### config.mk
export PLATFORM = sky130hd
export DESIGN_NAME = evt_route_seq
export DESIGN_NICKNAME = d
export VERILOG_FILES = /design/src/rtl/evt_route_pkg.sv /design/src/rtl/evt_asn_decode.sv /design/src/rtl/evt_dsc_decode.sv /design/src/rtl/evt_seq_ctrl.sv /design/src/rtl/evt_route_seq.sv
export SDC_FILE = /design/constraint.sdc
export NUM_CORES = 1
export LEC_CHECK = 0
export ABC_AREA = 1
export BUFFER_PORTS_ARGS = -buffer_cell sky130_fd_sc_hd__buf_2
export CORE_AREA = 5 5 192 194
export CTS_CLUSTER_SIZE = 25
export DETAILED_ROUTE_END_ITERATION = 10
export DIE_AREA = 0 0 197 199
export PLACE_DENSITY_LB_ADDON = 0.2
export SYNTH_ARGS = -nofsm -noshare
export SYNTH_HDL_FRONTEND = slang
export SYNTH_SLANG_ARGS = --single-unit
### constraint.sdc
create_clock -name clk -period 1.5 [get_ports clk]
set_input_delay 0.375 -clock clk [delete_from_list [all_inputs] [get_ports clk]]
set_output_delay 0.375 -clock clk [all_outputs]
set_load 0.1 [all_outputs]
### src/rtl/evt_route_pkg.sv
package evt_route_pkg;

    // widths
    parameter int SRC_W    = 32;
    parameter int SBLK_W   = 4;
    parameter int SIDX_W   = SRC_W - SBLK_W;
    parameter int ENTRY_W  = 64;
    parameter int WORD_W   = 32;
    parameter int TBLK_W   = 4;
    parameter int TIDX_W   = 24;
    parameter int DATA_W   = 31;
    parameter int PRIO_W   = 8;
    parameter int THREAD_W = 16;

    // assignment entry layout
    parameter int A_VALID_BIT = 63;
    parameter int A_MASK_BIT  = 62;
    parameter int A_TBLK_LSB  = 56;
    parameter int A_TIDX_LSB  = 32;
    parameter int A_DATA_LSB  = 0;

    // descriptor layout
    parameter int D_VALID_BIT  = 31;  // word 0
    parameter int D_ENQ_BIT    = 30;  // word 0
    parameter int D_UCOND_BIT  = 29;  // word 0
    parameter int D_FMT_BIT    = 31;  // word 6
    parameter int D_THREAD_LSB = 0;   // word 6
    parameter int D_PRIO_LSB   = 0;   // word 7

    localparam logic [PRIO_W-1:0] PRIO_OFF = '1;

    typedef enum logic [2:0] {
        RES_NOTIFY     = 3'd0,
        RES_ASN_MASKED = 3'd1,
        RES_ASN_ERR    = 3'd2,
        RES_DSC_ERR    = 3'd3,
        RES_DSC_MASKED = 3'd4,
        RES_UNIMPL     = 3'd5
    } result_e;

    typedef enum logic [2:0] {
        ST_IDLE,
        ST_ASN,
        ST_DSC,
        ST_ENQ,
        ST_WB,
        ST_CHECK,
        ST_DONE
    } state_e;

    typedef struct packed {
        logic              ok;
        logic              masked;
        logic [TBLK_W-1:0] tblk;
        logic [TIDX_W-1:0] tidx;
        logic [DATA_W-1:0] data;
    } asn_fields_t;

    typedef struct packed {
        logic                ok;
        logic                enq;
        logic                ucond;
        logic                fmt;
        logic [PRIO_W-1:0]   prio;
        logic [THREAD_W-1:0] thread;
    } dsc_fields_t;

    function automatic logic [SBLK_W-1:0] src_block(input logic [SRC_W-1:0] s);
        return s[SRC_W-1 -: SBLK_W];
    endfunction

    function automatic logic [SIDX_W-1:0] src_index(input logic [SRC_W-1:0] s);
        return s[SIDX_W-1:0];
    endfunction

    function automatic logic dsc_is_masked(input dsc_fields_t d);
        return (d.fmt == 1'b0) && (d.prio == PRIO_OFF);
    endfunction

endpackage

### src/rtl/evt_asn_decode.sv
module evt_asn_decode
    import evt_route_pkg::*;
(
    input  logic [ENTRY_W-1:0] entry,
    input  logic               rsp_err,
    output asn_fields_t        fields
);
    logic unused_bits;
    assign unused_bits = ^{entry[A_TBLK_LSB+TBLK_W +: (A_MASK_BIT-A_TBLK_LSB-TBLK_W)],
                           entry[A_TIDX_LSB-1 -: (A_TIDX_LSB-DATA_W)]};

    always_comb begin
        fields.ok     = !rsp_err && entry[A_VALID_BIT];
        fields.masked = entry[A_MASK_BIT];
        fields.tblk   = entry[A_TBLK_LSB +: TBLK_W];
        fields.tidx   = entry[A_TIDX_LSB +: TIDX_W];
        fields.data   = entry[A_DATA_LSB +: DATA_W];
    end
endmodule

### src/rtl/evt_dsc_decode.sv
module evt_dsc_decode
    import evt_route_pkg::*;
(
    input  logic [WORD_W-1:0] w0,
    input  logic [WORD_W-1:0] w6,
    input  logic [WORD_W-1:0] w7,
    input  logic              rsp_err,
    output dsc_fields_t       fields
);
    logic unused_bits;
    assign unused_bits = ^{w0[D_UCOND_BIT-1:0], w6[D_FMT_BIT-1:THREAD_W],
                           w7[WORD_W-1:PRIO_W]};

    always_comb begin
        fields.ok     = !rsp_err && w0[D_VALID_BIT];
        fields.enq    = w0[D_ENQ_BIT];
        fields.ucond  = w0[D_UCOND_BIT];
        fields.fmt    = w6[D_FMT_BIT];
        fields.thread = w6[D_THREAD_LSB +: THREAD_W];
        fields.prio   = w7[D_PRIO_LSB +: PRIO_W];
    end
endmodule

### src/rtl/evt_seq_ctrl.sv
module evt_seq_ctrl
    import evt_route_pkg::*;
(
    input  logic        clk,
    input  logic        rst,
    input  logic        ev_valid,
    input  logic        asn_rsp_valid,
    input  asn_fields_t asn_now,
    input  logic        dsc_rsp_valid,
    input  dsc_fields_t dsc_now,
    input  dsc_fields_t dsc_held,
    input  logic        enq_done,
    input  logic        wb_done,
    output state_e      state,
    output result_e     code
);
    state_e  state_q, state_d;
    result_e code_q, code_d;

    always_comb begin
        state_d = state_q;
        code_d  = code_q;
        unique case (state_q)
            ST_IDLE: begin
                if (ev_valid) state_d = ST_ASN;
            end
            ST_ASN: begin
                if (asn_rsp_valid) begin
                    if (!asn_now.ok) begin
                        code_d  = RES_ASN_ERR;
                        state_d = ST_DONE;
                    end else if (asn_now.masked) begin
                        code_d  = RES_ASN_MASKED;
                        state_d = ST_DONE;
                    end else begin
                        state_d = ST_DSC;
                    end
                end
            end
            ST_DSC: begin
                if (dsc_rsp_valid) begin
                    if (!dsc_now.ok) begin
                        code_d  = RES_DSC_ERR;
                        state_d = ST_DONE;
                    end else if (dsc_now.enq) begin
                        state_d = ST_ENQ;
                    end else begin
                        state_d = ST_CHECK;
                    end
                end
            end
            ST_ENQ: begin
                if (enq_done) state_d = ST_WB;
            end
            ST_WB: begin
                if (wb_done) state_d = ST_CHECK;
            end
            ST_CHECK: begin
                if (dsc_is_masked(dsc_held)) code_d = RES_DSC_MASKED;
                else if (!dsc_held.ucond)    code_d = RES_UNIMPL;
                else                         code_d = RES_NOTIFY;
                state_d = ST_DONE;
            end
            ST_DONE: begin
                state_d = ST_IDLE;
            end
            default: state_d = ST_IDLE;
        endcase
    end

    always_ff @(posedge clk) begin
        if (rst) begin
            state_q <= ST_IDLE;
            code_q  <= RES_NOTIFY;
        end else begin
            state_q <= state_d;
            code_q  <= code_d;
        end
    end

    assign state = state_q;
    assign code  = code_q;
endmodule

### src/rtl/evt_route_seq.sv
module evt_route_seq
    import evt_route_pkg::*;
(
    input  logic                clk,
    input  logic                rst,
    input  logic                ev_valid,
    output logic                ev_ready,
    input  logic [SRC_W-1:0]    ev_srcnum,
    output logic                asn_req_valid,
    output logic [SBLK_W-1:0]   asn_req_blk,
    output logic [SIDX_W-1:0]   asn_req_idx,
    input  logic                asn_rsp_valid,
    input  logic                asn_rsp_err,
    input  logic [ENTRY_W-1:0]  asn_rsp_entry,
    output logic                dsc_req_valid,
    output logic [TBLK_W-1:0]   dsc_req_blk,
    output logic [TIDX_W-1:0]   dsc_req_idx,
    input  logic                dsc_rsp_valid,
    input  logic                dsc_rsp_err,
    input  logic [WORD_W-1:0]   dsc_rsp_w0,
    input  logic [WORD_W-1:0]   dsc_rsp_w1,
    input  logic [WORD_W-1:0]   dsc_rsp_w6,
    input  logic [WORD_W-1:0]   dsc_rsp_w7,
    output logic                enq_valid,
    output logic [TBLK_W-1:0]   enq_blk,
    output logic [TIDX_W-1:0]   enq_idx,
    output logic [DATA_W-1:0]   enq_data,
    output logic [WORD_W-1:0]   enq_word1,
    input  logic                enq_done,
    input  logic [WORD_W-1:0]   enq_word1_new,
    output logic                wb_valid,
    output logic [TBLK_W-1:0]   wb_blk,
    output logic [TIDX_W-1:0]   wb_idx,
    output logic [WORD_W-1:0]   wb_word1,
    input  logic                wb_done,
    output logic                ntf_valid,
    output logic [PRIO_W-1:0]   ntf_prio,
    output logic [THREAD_W-1:0] ntf_thread,
    output logic                done_valid,
    output logic [2:0]          done_code
);
    state_e      state;
    result_e     code;
    asn_fields_t asn_now, asn_q;
    dsc_fields_t dsc_now, dsc_q;
    logic [SRC_W-1:0]  src_q;
    logic [WORD_W-1:0] word1_q;

    evt_asn_decode u_asn_dec (
        .entry   (asn_rsp_entry),
        .rsp_err (asn_rsp_err),
        .fields  (asn_now)
    );

    evt_dsc_decode u_dsc_dec (
        .w0      (dsc_rsp_w0),
        .w6      (dsc_rsp_w6),
        .w7      (dsc_rsp_w7),
        .rsp_err (dsc_rsp_err),
        .fields  (dsc_now)
    );

    evt_seq_ctrl u_ctrl (
        .clk           (clk),
        .rst           (rst),
        .ev_valid      (ev_valid),
        .asn_rsp_valid (asn_rsp_valid),
        .asn_now       (asn_now),
        .dsc_rsp_valid (dsc_rsp_valid),
        .dsc_now       (dsc_now),
        .dsc_held      (dsc_q),
        .enq_done      (enq_done),
        .wb_done       (wb_done),
        .state         (state),
        .code          (code)
    );

    always_ff @(posedge clk) begin
        if (rst) begin
            src_q   <= '0;
            asn_q   <= '0;
            dsc_q   <= '0;
            word1_q <= '0;
        end else begin
            if (state == ST_IDLE && ev_valid) src_q <= ev_srcnum;
            if (state == ST_ASN && asn_rsp_valid) asn_q <= asn_now;
            if (state == ST_DSC && dsc_rsp_valid) begin
                dsc_q   <= dsc_now;
                word1_q <= dsc_rsp_w1;
            end
            if (state == ST_ENQ && enq_done) word1_q <= enq_word1_new;
        end
    end

    assign ev_ready      = (state == ST_IDLE);

    assign asn_req_valid = (state == ST_ASN);
    assign asn_req_blk   = src_block(src_q);
    assign asn_req_idx   = src_index(src_q);

    assign dsc_req_valid = (state == ST_DSC);
    assign dsc_req_blk   = asn_q.tblk;
    assign dsc_req_idx   = asn_q.tidx;

    assign enq_valid     = (state == ST_ENQ);
    assign enq_blk       = asn_q.tblk;
    assign enq_idx       = asn_q.tidx;
    assign enq_data      = asn_q.data;
    assign enq_word1     = word1_q;

    assign wb_valid      = (state == ST_WB);
    assign wb_blk        = asn_q.tblk;
    assign wb_idx        = asn_q.tidx;
    assign wb_word1      = word1_q;

    assign done_valid    = (state == ST_DONE);
    assign done_code     = code;
    assign ntf_valid     = (state == ST_DONE) && (code == RES_NOTIFY);
    assign ntf_prio      = dsc_q.prio;
    assign ntf_thread    = dsc_q.thread;
endmodule

* Yosys cells after proc, flatten, opt, wreduce, memory -nomap -nowiden
Index checks and enable logic that the tools add are counted.
Cells by class: equal/unequal tests 14, mux-type cells 20, bitwise logic cells 1, reduce and logical (&&, ||, !) cells 16
Operators with widths (count):
- $mux 32 | 2
- $mux 3 | 16
- $pmux 3 s6 | 1
- $reduce_and 5->1 | 2
- $eq 3x3->1 const B | 3
- $pmux 3 s3 | 1
- $eq 8x8->1 const B | 1
- $logic_and 1x1->1 | 8
- $ne 2x1->1 const B | 4
- $eq 3x2->1 const B | 2
- $logic_not 3->1 | 2
- $ne 2x2->1 const B | 2
- $eq 3x1->1 const B | 1
- $ne 3x3->1 const B | 1
- $reduce_bool 3->1 | 1
- $logic_not 1->1 | 2
- $reduce_bool 2->1 | 1
- $not 1->1 | 1
Word-level totals: flip-flop bits (word level) 155, bits of input ports 265, output and inout bits 245, logic and storage cells 62

* Depth between registers and ports, before layout
depth after elaboration 5, mapped depth 10, depth with buffers taken out 9

* Hierarchy
Synthesis repeated with hierarchy kept, for this count alone.
Second synthesis, totals: cells, all modules 1137, area total of the unflattened synthesis 8086.5 µm²
By module, submodules not included:
- evt_route_seq | instances 1, cells each 961, area an instance 6936.7 µm²
- evt_seq_ctrl | instances 1, cells each 85, area an instance 476.7 µm²
- evt_asn_decode | instances 1, cells each 62, area an instance 460.4 µm²
- evt_dsc_decode | instances 1, cells each 29, area an instance 212.7 µm²

* Worst setup path after synthesis
No wires, ideal clock.
path type flip-flop to output port, from register u_ctrl.code_q[1], in the netlist u_ctrl.code[1], to output port ntf_valid, arrival time 3.684 ns, required time 1.125 ns, setup slack -2.559 ns, cell stages (with the launch flop) 4, path buffers 0, cells stage by stage dfxtp_1 > inv_1 > nand2_1 > nor4_1
On the way: word-level cells in the longest chain between the ends 2
Ends and longest elaborated chain:
- start: declaration | line evt_seq_ctrl.sv:18 | result_e code_q, code_d;
- start signal: assignment | line evt_seq_ctrl.sv:77 | code_q <= code_d;
- $logic_not 3->1 | line evt_route_seq.sv:118 | assign ntf_valid = (state == ST_DONE) && (code == RES_NOTIFY);
- $logic_and 1x1->1 | line evt_route_seq.sv:118
- end: declaration | line evt_route_seq.sv:36 | output logic ntf_valid,
No other way between the ends.

* Final worst setup path
from register u_ctrl.state_q[1], in the netlist u_ctrl.state[1], to output port enq_valid
On the way: word-level cells in the longest chain between the ends 1
Ends and longest elaborated chain:
- start: declaration | line evt_seq_ctrl.sv:17 | state_e state_q, state_d;
- start signal: assignment | line evt_seq_ctrl.sv:76 | state_q <= state_d;
- $eq 3x2->1 | line evt_route_seq.sv:105 | assign enq_valid = (state == ST_ENQ);
- end: declaration | line evt_route_seq.sv:24 | output logic enq_valid,
No other way between the ends.

==> results_dict.tcl <==
set metrics [dict create \
    detailedPlacementHpwl_um 21000 \
    period_needed_ns 1.821 \
    layout_cells_sized_above_1_pct 64.81 \
    outcome "finished with violations" \
    synth_seq_area_share_pct 44.51 \
    worst_r2r_startpoint "u_ctrl.state[0]" \
    placement_rows 69 \
    clock_sink_count 155 \
    p_sw_uw 17610 \
    detail_route.iter0.violations 145 \
    pre_cts_slack_ns -0.08497 \
    grtUsageMet2_pct 26.43 \
    synth_nets 1195 \
    postSynthRegisterBits 155 \
    max_slew.worst_pin.slew_ns 0.4500 \
    ctsLongestPathBuffers 2 \
    cts_root_buffer "sky130_fd_sc_hd__clkbuf_16" \
    floorplan.initialDensity_pct 19.89 \
    gr-max-usage-layer "met2" \
    slew_viol_final 0 \
    violations "setup timing" \
    worst-endpoint-arrival_ns 1.45 \
    final_setup_slack_of_the_worst_path_ns -0.3207 \
    leakagePower_uw 0.006081 \
    grt_pass1_wl_um 44690 \
    internal_uw 14830 \
    maxCapViolCount 0 \
    fp.dieArea_mm2 0.03920 \
    hp-class "primary input to flip-flop" \
    mappedNetlistArea_mm2 0.006972 \
    maxSlewHeadroom_pct 70.00 \
    utilization_pct 40.44 \
    finalNetCount 1582 \
    worst_endpoint_required_time_ns 1.12 \
    fmax_mhz 549.2 \
    clkSlewWorstSetupHoldPaths_ns 0.07 \
    area_growth_syn_to_layout_pct 103.3 \
    timing.hold.worst_endpoint "enq_data[15]" \
    peakVddDrop_uv 1339 \
    netSwitchingFraction_pct 54.28 \
    reg2reg_to "dsc_req_idx[21]" \
    global_route.usage.total_pct 14.92 \
    cp_max_fo 5 \
    reg2regPathDepth 9 \
    firstDrtPassIters 4 \
    placeableCoreArea_mm2 0.03505 \
    post-route-drc-count 0 \
    cts-buffers-inserted 17 \
    clock_tree_from_tritoncts "yes" \
    grt_max_degree 67 \
    timing.final.setup_violations 95 \
    worst_setup_path_end_kind "output pin" \
    drt-vias-per-instance 4.229 \
    syn-instance-count 930 \
    share_of_the_clock_period_used_by_the_worst_path_after_layout_pct 121.4 \
    hold_buffers 0 \
    die_h_um 199 \
    power.density_mw_per_mm2 2288 \
    timing.setup.critical_path_class "flip-flop to output pin" \
    filler_cell_count 3464 \
    ant_nets 0 \
    clk_latency_ns 0.43 \
    grt.met3_usage_pct 5.708 \
    whs_path_cells 3 \
    syn_avg_cell_area_um2 7.496 \
    clkPwrFrac_pct 13.9 \
    ys_warn_count 0 \
    grt_antenna_before_repair 3 \
    p_comb_share_pct 66.1 \
    globalRoute.totalOverflow 0 \
    die-width_um 197 \
    timing.reg2reg.setup_slack_ns -0.15 \
    gpl.final_weighted_congestion 0.7847 \
    clock_tree.htree_level_count 4 \
    unrepaired_setup_endpoints_after_global_routing "true" \
    num_vias 7582 \
    final-hold-violation-count 0 \
    port_bufs 438 \
    finClkSkew_ns 0.008960 \
    ioPinCount 510 \
    hp-start "asn_rsp_entry[15]" \
    first_global_vias 7605 \
    groute.layer.met1.usage_pct 16.71 \
    drt_wl_total_um 31630 \
    yosysUniqueCellTypes 26 \
    power.sequential.fraction_pct 20.0 \
    worst_setup_path_start_kind "flip-flop" \
    wire_per_inst_um 17.64 \
]
power groups by stage:
stage	clock, µW	sequential [µW]	combinational (µW)
2_1_floorplan	0	11000	8870
3_3_place_gp	0	6040	17000
3_5_place_dp	0	6070	17000
4_1_cts	4700	6220	20200
5_1_grt	4850	6640	22300
6_report	4490	6500	21400
repair_timing:
action                                  in CTS  in global routing
endpoints found under the setup margin     321                268
buffers inserted                            31                  9
resized for setup                          486                379
gates cloned                                18                  7
pin swaps                                   66                 55
area by class of cell:
| type | count | area, µm² | area share, % |
|---|---|---|---|
| clock inverters | 12 | 138.9 | 0.9799 |
| diodes | 2 | 5.005 | 0.03531 |
| flip-flops and latches | 155 | 3258 | 22.99 |
| inverters | 51 | 230.2 | 1.624 |
| clock buffers | 20 | 466.7 | 3.293 |
| multi-input cells | 556 | 3557 | 25.10 |
| well taps | 461 | 576.8 | 4.070 |
| repair buffers | 536 | 5941 | 41.91 |
registers in the layout, indices dropped and copies added, names as in the netlist:
name,count
enq_data,31
u_ctrl.state,3
ntf_prio,8
dsc_q,2
enq_word1,32
src_q,32
ntf_thread,16
dsc_req_blk,4
u_ctrl.code,3
dsc_req_idx,24
critical path: stages (launching register included):
cell and delay [ns]:
sky130_fd_sc_hd__dfxtp_4 0.43, sky130_fd_sc_hd__buf_6 0.12, sky130_fd_sc_hd__nand2_4 0.05, sky130_fd_sc_hd__nor2_4 0.14, sky130_fd_sc_hd__buf_6 0.12, sky130_fd_sc_hd__buf_12 0.16
layout by cell type, fill, tap and decap left out, drive strengths merged:
cell type | netlist | final
a21oi | 71 | 71
and3 | 1 | 1
buf | 140 | 531
bufinv | 0 | 2
clkbuf | 30 | 25
clkinv | 0 | 5
clkinvlp | 0 | 4
dfxtp | 155 | 155
diode | 0 | 2
inv | 51 | 52
nand2 | 95 | 97
nand3 | 40 | 40
nand3b | 3 | 3
nand4 | 1 | 1
nor2 | 188 | 188
nor3 | 1 | 1
nor4 | 1 | 1
o21ai | 152 | 152
o21bai | 1 | 1
Yosys cell counts:
master | instances | share of area (%)
sky130_fd_sc_hd__nor3_4 | 1 | 0.23
sky130_fd_sc_hd__buf_6 | 7 | 1.1
sky130_fd_sc_hd__clkbuf_2 | 1 | 0.072
sky130_fd_sc_hd__o21ai_0 | 112 | 8.0
sky130_fd_sc_hd__nand4_1 | 1 | 0.090
sky130_fd_sc_hd__inv_1 | 46 | 2.5
sky130_fd_sc_hd__buf_2 | 15 | 1.1
sky130_fd_sc_hd__o21bai_1 | 1 | 0.11
sky130_fd_sc_hd__nand3_1 | 40 | 2.9
sky130_fd_sc_hd__nand2_4 | 3 | 0.48
sky130_fd_sc_hd__and3_1 | 1 | 0.090
sky130_fd_sc_hd__o21ai_1 | 40 | 2.9
sky130_fd_sc_hd__nand2_2 | 3 | 0.27
sky130_fd_sc_hd__clkbuf_1 | 29 | 1.6
sky130_fd_sc_hd__nor2_4 | 2 | 0.32
sky130_fd_sc_hd__a21oi_4 | 1 | 0.23
sky130_fd_sc_hd__a21oi_1 | 70 | 5.0
sky130_fd_sc_hd__nand2_1 | 89 | 4.8
sky130_fd_sc_hd__inv_2 | 2 | 0.11
sky130_fd_sc_hd__buf_4 | 118 | 13
sky130_fd_sc_hd__nand3b_1 | 3 | 0.32
sky130_fd_sc_hd__nor4_1 | 1 | 0.090
sky130_fd_sc_hd__inv_4 | 3 | 0.27
sky130_fd_sc_hd__dfxtp_1 | 155 | 45
sky130_fd_sc_hd__nor2_8 | 1 | 0.29
sky130_fd_sc_hd__nor2_1 | 185 | 10
worst max-delay path by stage:
stage                         start         to  slack [ns]  cells past startpoint
global route        u_ctrl.state[1]  enq_valid       -0.41                      5
finish              u_ctrl.state[1]  enq_valid       -0.32                      5
CTS                 u_ctrl.state[1]   ev_ready       -0.37                      4
global placement    u_ctrl.state[2]   ev_ready       -0.08                      4
detailed placement  u_ctrl.state[2]   ev_ready       -0.08                      4
floorplan            u_ctrl.code[1]  ntf_valid       -0.56                      3
logic make-up (layout without fill, tap and decap cells):
logic type / Yosys count / in the layout / synth area share, %
AND/OR/NAND/NOR: 330 / 332 / 19.81
AO/OA/AOI/OAI: 224 / 224 / 16.28
buffers and inverters: 221 / 619 / 19.40
flip-flops: 155 / 155 / 44.51
other: 0 / 2 / 0
per-layer routing:
metal	up-vias	share of wire [%]
li1	3687	-
met1	3538	38
met2	322	51
met3	33	8.4
met4	2	2.0
met5	-	0.041
stage by stage:
stage	TNS [ns]	cells	hold WS [ns]	total power [µW]	area (µm²)
global route	-16.64	1792	0.1423	33740	14170
detailed placement	-1.805	1710	0.4483	23030	9951
CTS	-14.43	1790	0.1336	31110	12850
floorplan	-27.31	930	0.4558	19870	7264
finish	-8.206	1793	0.1729	32430	14170
global placement	-1.378	1710	0.4450	23000	9951
Power figures use the tool's default switching activity.
